`config.mk`:
```
export PLATFORM = sky130hd
export DESIGN_NAME = ptlb_top
export DESIGN_NICKNAME = d
export VERILOG_FILES = /design/src/rtl/ptlb_pkg.sv /design/src/rtl/ptlb_slot.sv /design/src/rtl/ptlb_perm.sv /design/src/rtl/ptlb_top.sv
export SDC_FILE = /design/constraint.sdc
export NUM_CORES = 2
export LEC_CHECK = 0
export ABC_AREA = 1
export BUFFER_PORTS_ARGS = -buffer_cell sky130_fd_sc_hd__buf_2
export CORE_ASPECT_RATIO = 0.5
export CORE_UTILIZATION = 40
export DETAILED_ROUTE_END_ITERATION = 12
export HOLD_SLACK_MARGIN = 0.05
export SLEW_MARGIN = 20
export SYNTH_ARGS = -nofsm -noshare
export SYNTH_HDL_FRONTEND = slang
export SYNTH_SLANG_ARGS = --single-unit
```
`constraint.sdc`:
```
create_clock -name clk -period 6.98 [get_ports clk]
set_input_delay 1.396 -clock clk [delete_from_list [all_inputs] [get_ports clk]]
set_output_delay 1.396 -clock clk [all_outputs]
set_load 0.02 [all_outputs]
```
`src/rtl/ptlb_pkg.sv`:
```
package ptlb_pkg;
  localparam int VA_W      = 32;
  localparam int PA_W      = 32;
  localparam int ASID_W    = 8;
  localparam int MIN_SHIFT = 12;

  typedef enum logic [2:0] {
    RC_MATCH   = 3'd0,
    RC_BADADDR = 3'd1,
    RC_NOMATCH = 3'd2,
    RC_INVALID = 3'd3,
    RC_DIRTY   = 3'd4,
    RC_RINH    = 3'd5,
    RC_XINH    = 3'd6
  } rcode_e;

  typedef enum logic [1:0] {
    AC_FETCH = 2'd0,
    AC_LOAD  = 2'd1,
    AC_STORE = 2'd2
  } acc_e;

  typedef struct packed {
    logic v;
    logic d;
    logic xi;
    logic ri;
  } half_flags_t;

  typedef struct packed {
    logic [VA_W-1:0]   vpn2;
    logic [VA_W-1:0]   pmask;
    logic [ASID_W-1:0] asid;
    logic              glob;
    logic              hinv;
    logic [PA_W-1:0]   pfn0;
    logic [PA_W-1:0]   pfn1;
    half_flags_t       f0;
    half_flags_t       f1;
  } entry_t;
endpackage

```
`src/rtl/ptlb_slot.sv`:
```
module ptlb_slot
  import ptlb_pkg::*;
(
  input  logic              clk,
  input  logic              rst_n,
  input  logic              load,
  input  entry_t            wdata,
  input  logic [VA_W-1:0]   va,
  input  logic [ASID_W-1:0] asid,
  output logic              hit,
  output logic              odd,
  output logic [VA_W-1:0]   off_mask,
  output entry_t            q
);
  localparam logic [VA_W-1:0] LOW_IGN = VA_W'((64'd1 << (MIN_SHIFT + 1)) - 64'd1);

  logic [VA_W-1:0] cmp_mask;
  logic [VA_W-1:0] sel_bit;

  always_ff @(posedge clk or negedge rst_n) begin
    if (!rst_n) begin
      q      <= '0;
      q.hinv <= 1'b1;
    end else if (load) begin
      q <= wdata;
    end
  end

  always_comb begin
    cmp_mask = q.pmask | LOW_IGN;
    sel_bit  = cmp_mask & ~(cmp_mask >> 1);
    off_mask = cmp_mask >> 1;
    odd      = |(va & sel_bit);
    hit      = !q.hinv && (q.glob || (q.asid == asid)) &&
               ((va & ~cmp_mask) == (q.vpn2 & ~cmp_mask));
  end
endmodule

```
`src/rtl/ptlb_perm.sv`:
```
module ptlb_perm
  import ptlb_pkg::*;
(
  input  logic            any_hit,
  input  logic            odd,
  input  logic [VA_W-1:0] off_mask,
  input  entry_t          ent,
  input  logic [VA_W-1:0] va,
  input  logic [1:0]      acc,
  output rcode_e          code,
  output logic [PA_W-1:0] pa,
  output logic            wr_ok
);
  half_flags_t     f;
  logic [PA_W-1:0] frame;

  always_comb begin
    f     = odd ? ent.f1 : ent.f0;
    frame = odd ? ent.pfn1 : ent.pfn0;
    if (!any_hit)                           code = RC_NOMATCH;
    else if (!f.v)                          code = RC_INVALID;
    else if (acc == AC_FETCH && f.xi)       code = RC_XINH;
    else if (acc == AC_LOAD && f.ri)        code = RC_RINH;
    else if (acc == AC_STORE && !f.d)       code = RC_DIRTY;
    else                                    code = RC_MATCH;
    if (code == RC_MATCH) begin
      pa    = frame | PA_W'(va & off_mask);
      wr_ok = f.d;
    end else begin
      pa    = '0;
      wr_ok = 1'b0;
    end
  end
endmodule

```
`src/rtl/ptlb_top.sv`:
```
module ptlb_top
  import ptlb_pkg::*;
#(
  parameter int ENTRIES = 16,
  localparam int IDX_W  = $clog2(ENTRIES)
)(
  input  logic              clk,
  input  logic              rst_n,
  input  logic              wr_en,
  input  logic [IDX_W-1:0]  wr_idx,
  input  logic [VA_W-1:0]   wr_vpn2,
  input  logic [VA_W-1:0]   wr_pmask,
  input  logic [ASID_W-1:0] wr_asid,
  input  logic              wr_global,
  input  logic              wr_hinv,
  input  logic [PA_W-1:0]   wr_pfn_even,
  input  logic [PA_W-1:0]   wr_pfn_odd,
  input  logic [3:0]        wr_flags_even,
  input  logic [3:0]        wr_flags_odd,
  input  logic              req_valid,
  output logic              req_ready,
  input  logic [VA_W-1:0]   req_va,
  input  logic [ASID_W-1:0] req_asid,
  input  logic [1:0]        req_acc,
  output logic              rsp_valid,
  input  logic              rsp_ready,
  output logic [2:0]        rsp_code,
  output logic [PA_W-1:0]   rsp_pa,
  output logic              rsp_wr_ok
);
  entry_t          wdata;
  entry_t          ents   [ENTRIES];
  logic            hits   [ENTRIES];
  logic            odds   [ENTRIES];
  logic [VA_W-1:0] offs   [ENTRIES];

  entry_t          pick_ent;
  logic            pick_odd;
  logic [VA_W-1:0] pick_off;
  logic            any_hit;
  rcode_e          c_code;
  logic [PA_W-1:0] c_pa;
  logic            c_wr;

  always_comb begin
    wdata       = '0;
    wdata.vpn2  = wr_vpn2;
    wdata.pmask = wr_pmask;
    wdata.asid  = wr_asid;
    wdata.glob  = wr_global;
    wdata.hinv  = wr_hinv;
    wdata.pfn0  = wr_pfn_even;
    wdata.pfn1  = wr_pfn_odd;
    wdata.f0    = wr_flags_even;
    wdata.f1    = wr_flags_odd;
  end

  for (genvar i = 0; i < ENTRIES; i++) begin : g_slot
    ptlb_slot u_slot (
      .clk      (clk),
      .rst_n    (rst_n),
      .load     (wr_en && (wr_idx == IDX_W'(i))),
      .wdata    (wdata),
      .va       (req_va),
      .asid     (req_asid),
      .hit      (hits[i]),
      .odd      (odds[i]),
      .off_mask (offs[i]),
      .q        (ents[i])
    );
  end

  // lowest index wins: scan downward so the last assignment is the lowest hit
  always_comb begin
    any_hit  = 1'b0;
    pick_ent = ents[0];
    pick_odd = odds[0];
    pick_off = offs[0];
    for (int i = ENTRIES - 1; i >= 0; i--) begin
      if (hits[i]) begin
        any_hit  = 1'b1;
        pick_ent = ents[i];
        pick_odd = odds[i];
        pick_off = offs[i];
      end
    end
  end

  ptlb_perm u_perm (
    .any_hit  (any_hit),
    .odd      (pick_odd),
    .off_mask (pick_off),
    .ent      (pick_ent),
    .va       (req_va),
    .acc      (req_acc),
    .code     (c_code),
    .pa       (c_pa),
    .wr_ok    (c_wr)
  );

  assign req_ready = !rsp_valid || rsp_ready;

  always_ff @(posedge clk or negedge rst_n) begin
    if (!rst_n) begin
      rsp_valid <= 1'b0;
      rsp_code  <= RC_NOMATCH;
      rsp_pa    <= '0;
      rsp_wr_ok <= 1'b0;
    end else if (req_valid && req_ready) begin
      rsp_valid <= 1'b1;
      rsp_code  <= c_code;
      rsp_pa    <= c_pa;
      rsp_wr_ok <= c_wr;
    end else if (rsp_ready) begin
      rsp_valid <= 1'b0;
    end
  end
endmodule

```
==> flow_summary.ini <==
[die]
die_area_um2 = 245000
start_util_pct = 40.4
core_um2 = 240000
fp-row-count = 127
dieHeight_um = 350
ios = 235
die_w_um = 699

[critical_path]
path_max_fanout = 33
cp_slowest_cell = nor2_4
crit_family = simple AND/OR/NAND/NOR gates
cpMostUsedCell = nand2_1
cp.required_ns = 7.79
ff2ff_setup_slack_ns = 1.94
cp_num_buf_inv = 4
worstSetupPathDepth = 25
ff2ff_path_depth = 26
cp.arrival_ns = 6.51
start_kind = input pin
crit-reg2reg-launch = g_slot[9].u_slot.off_mask[27]$_DFFE_PN0P_
max_stage_delay_ns = 0.78
crit_start = req_va[18]
crit_path_end = rsp_pa[13]$_DFFE_PN0P_
r2r-end = rsp_pa[13]$_DFFE_PN0P_
endpoint_kind = register
worstSetupPathType = in2reg

[logic_synthesis]
synth-async-reset-ratio_pct = 100
ys_seq_area_share_pct = 50.5
yosysWarnings = 0
muxShareOfSynthArea_pct = 0
synthAdderAreaFrac_pct = 0
synthSimpleGateAreaFrac_pct = 23.0
synth_edf_count = 0
synth_compound_area_share_pct = 17.3
synth_fp_nets = 12900
synth_flop_cell = dfrtp_1
synth_top_family_by_area = simple AND/OR/NAND/NOR gates
syn_inst = 12700
synth.distinct_cells = 60
synth-seq-cells = 1957
synth-xor-area-share_pct = 1.19
syn-cell-area_um2 = 97000
syn-mean-instance-area_um2 = 7.63

[timing]
slew_violations = 0
tightest_slew_ns = 1.30
setup_tns_ns = 0
rsz0062_at_grt = no
fin_skew_ns = 0.0874
final_hold_viol_count = 0
relSlewSlack_pct = 13.5
hold_ws_ns = 0.455
finalCritPeriodShare_pct = 81.6
fin_crit_ns = 5.70
setup_viol = 0
max_freq_mhz = 176

[hold_path]
min_path_type = in2async

[power_and_ir_drop]
ir_drop_mv = 0.218
p_per_area_nw_per_um2 = 302
leakage_uw = 0.0512
finalPower_uw = 32300

[clocking]
cts_tree = yes
post_cts_resized = 0
htreeDepth = 4
cts.reportedPaths.clkPinSlew_ns = 0.06
cts_hold_buf = 0
cts_setup_buffers = 0
cts_buffers = 195
root_buffer = clkbuf_16
cts_max_path_buffers = 4
clock_latency_ns = 0.90
clock_sinks = 1957

[grt]
grt_usage_pct = 29.7
grt_max_degree = 241
grt_antenna_before_repair = 53
first_global_vias = 79200
grt_pass1_wl_um = 545000
overflow = 0

[layout]
nFillCells = 24200
drive_above_1_share_pct = 7.54
final_util_pct = 44.5
nets = 12600
stdcell_count = 15800
area_growth_pct = 10.2

[status]
status = complete, no violations

[routing]
routedWlPerCell_um = 23.4
postRouteAntennaNets = 0
drt_iter0_markers = 11700
drt_drc_violations_left = 0
vias_per_cell = 5.55
vias = 87600
wl_um = 370000
dr.pass1.iters = 7

[placement]
placed_cells = 15400
placement.io_buffers = 208
dp_hpwl_um = 237000
gp_congestion = 0.961

[run]
maxCapViolations = 0
## cells in the final DEF, fill, tap and decap left out, types with 29 or more instances in the layout
master,n
or2_2,88
clkbuf_1,57
o21ai_1,63
a221oi_1,29
o22ai_1,118
o21ai_0,2201
nor3_1,156
o21bai_1,51
clkbuf_8,45
buf_12,45
clkbuf_16,199
nand4_1,63
nand3_1,480
xnor2_1,116
buf_4,184
nand2_1,3900
nor4_1,30
nor2_1,741
a21oi_1,617
inv_1,910
buf_2,207
dfrtp_1,1940
## power by group
part / leakage [uW] / switching, uW / internal, uW
Combinational: 0.0236 / 3930 / 2100
Clock: 0.00314 / 4760 / 6160
Sequential: 0.0244 / 1600 / 13700
## Yosys cell counts (all sizes together), types with 5 or more instances
library cell | number | area [um^2]
a2111oi | 8 | 83.8
a21oi | 621 | 3120
a221oi | 30 | 269
a311oi | 12 | 105
a31o | 5 | 43.8
a31oi | 14 | 87.6
buf | 289 | 1810
clkbuf | 667 | 2500
dfrtp | 1940 | 48500
dfstp | 17 | 447
inv | 942 | 3540
nand2 | 3916 | 14700
nand3 | 501 | 2560
nand3b | 18 | 135
nand4 | 63 | 394
nor2 | 759 | 2900
nor3 | 160 | 816
nor4 | 30 | 188
o2111ai | 12 | 105
o211ai | 14 | 105
o21ai | 2265 | 11300
o21bai | 51 | 383
o221a | 8 | 90.1
o22ai | 118 | 738
o31ai | 15 | 118
or2 | 89 | 557
xnor2 | 116 | 1020
xor2 | 16 | 140
## worst min path at each step
stage	from	endpoint	slack [ns]	cells past startpoint
after floorplan	g_slot[11].u_slot.q[0]$_DFFE_PN0P_	g_slot[11].u_slot.q[0]$_DFFE_PN0P_	0.44	2
after global placement	g_slot[11].u_slot.q[0]$_DFFE_PN0P_	g_slot[11].u_slot.q[0]$_DFFE_PN0P_	0.46	2
after detailed placement	rsp_pa[10]$_DFFE_PN0P_	rsp_pa[10]$_DFFE_PN0P_	0.46	2
after CTS	rst_n	g_slot[11].u_slot.q[58]$_DFFE_PN0P_	0.47	1
after global routing	rst_n	g_slot[11].u_slot.q[58]$_DFFE_PN0P_	0.47	1
final	rst_n	g_slot[11].u_slot.q[58]$_DFFE_PN0P_	0.46	1
## worst register-to-register path, stage by stage, from the launching register on
cell and delay [ns]:
dfrtp_1 0.49, a21oi_1 0.07, o21ai_0 0.11, nand2_1 0.13, nor2_1 0.27, nand2_1 0.09
nor2_1 0.47, nand3_2 0.34, inv_6 0.25, nor2_1 0.07, nand2_1 0.11, nand2_1 0.10
nand2_1 0.10, nand2_1 0.07, nand2_1 0.09, nand2_1 0.17, nand2_1 0.10, nand2_1 0.06
nand2_2 0.12, nand2_2 0.10, nand2_4 0.24, nand2_1 0.11, nand3_2 0.11, nand2_2 0.08
nor2_4 0.78, nand3_1 0.25, nand2_1 0.13
## state kept, by name (all words and copies together) (netlist names)
register and count:
rsp_code 3, g_slot.u_slot.off_mask 304, rsp_pa 32, rsp_wr_ok 1
g_slot.u_slot.q 1616, rsp_valid 1
## per-layer routing
metal	track usage, %	up-vias	part of all wire, %
met1	43.0	42300	43
met4	10.3	26	3.7
met3	6.63	675	11
li1	-	40500	-
met5	0	-	0.039
met2	43.8	4170	42
## layout make-up
type	count	area [um^2]	share of cell area (%)
Inverter	942	3550	3.32
Clock inverter	46	557	0.521
Antenna cell	13	32.5	0.0304
Tap cell	3225	4040	3.77
Multi-Input combinational cell	8861	40500	37.9
Sequential cell	1957	49000	45.8
Clock buffer	301	5810	5.44
Timing Repair Buffer	440	3430	3.21
## cell families (layout without fill, tap and decap cells)
| family | count (synthesis) | count (layout) |
|---|---|---|
| buffers and inverters | 1898 | 1729 |
| DFF | 1957 | 1957 |
| xor gates and xnor gates | 132 | 132 |
| AOI/OAI and AO/OA | 3191 | 3191 |
| other | 0 | 13 |
| and+or+nand+nor | 5538 | 5538 |
## stage by stage
| stage | area (um^2) | worst slack [ns] |
|---|---|---|
| 3_5_place_dp | 100000 | 0.621 |
| 2_1_floorplan | 97000 | 3.06 |
| 4_1_cts | 107000 | 1.52 |
| 6_report | 107000 | 1.28 |
| 3_3_place_gp | 100000 | 0.639 |
| 5_1_grt | 107000 | 1.10 |
Note: power is estimated with default switching activity, not from simulation.
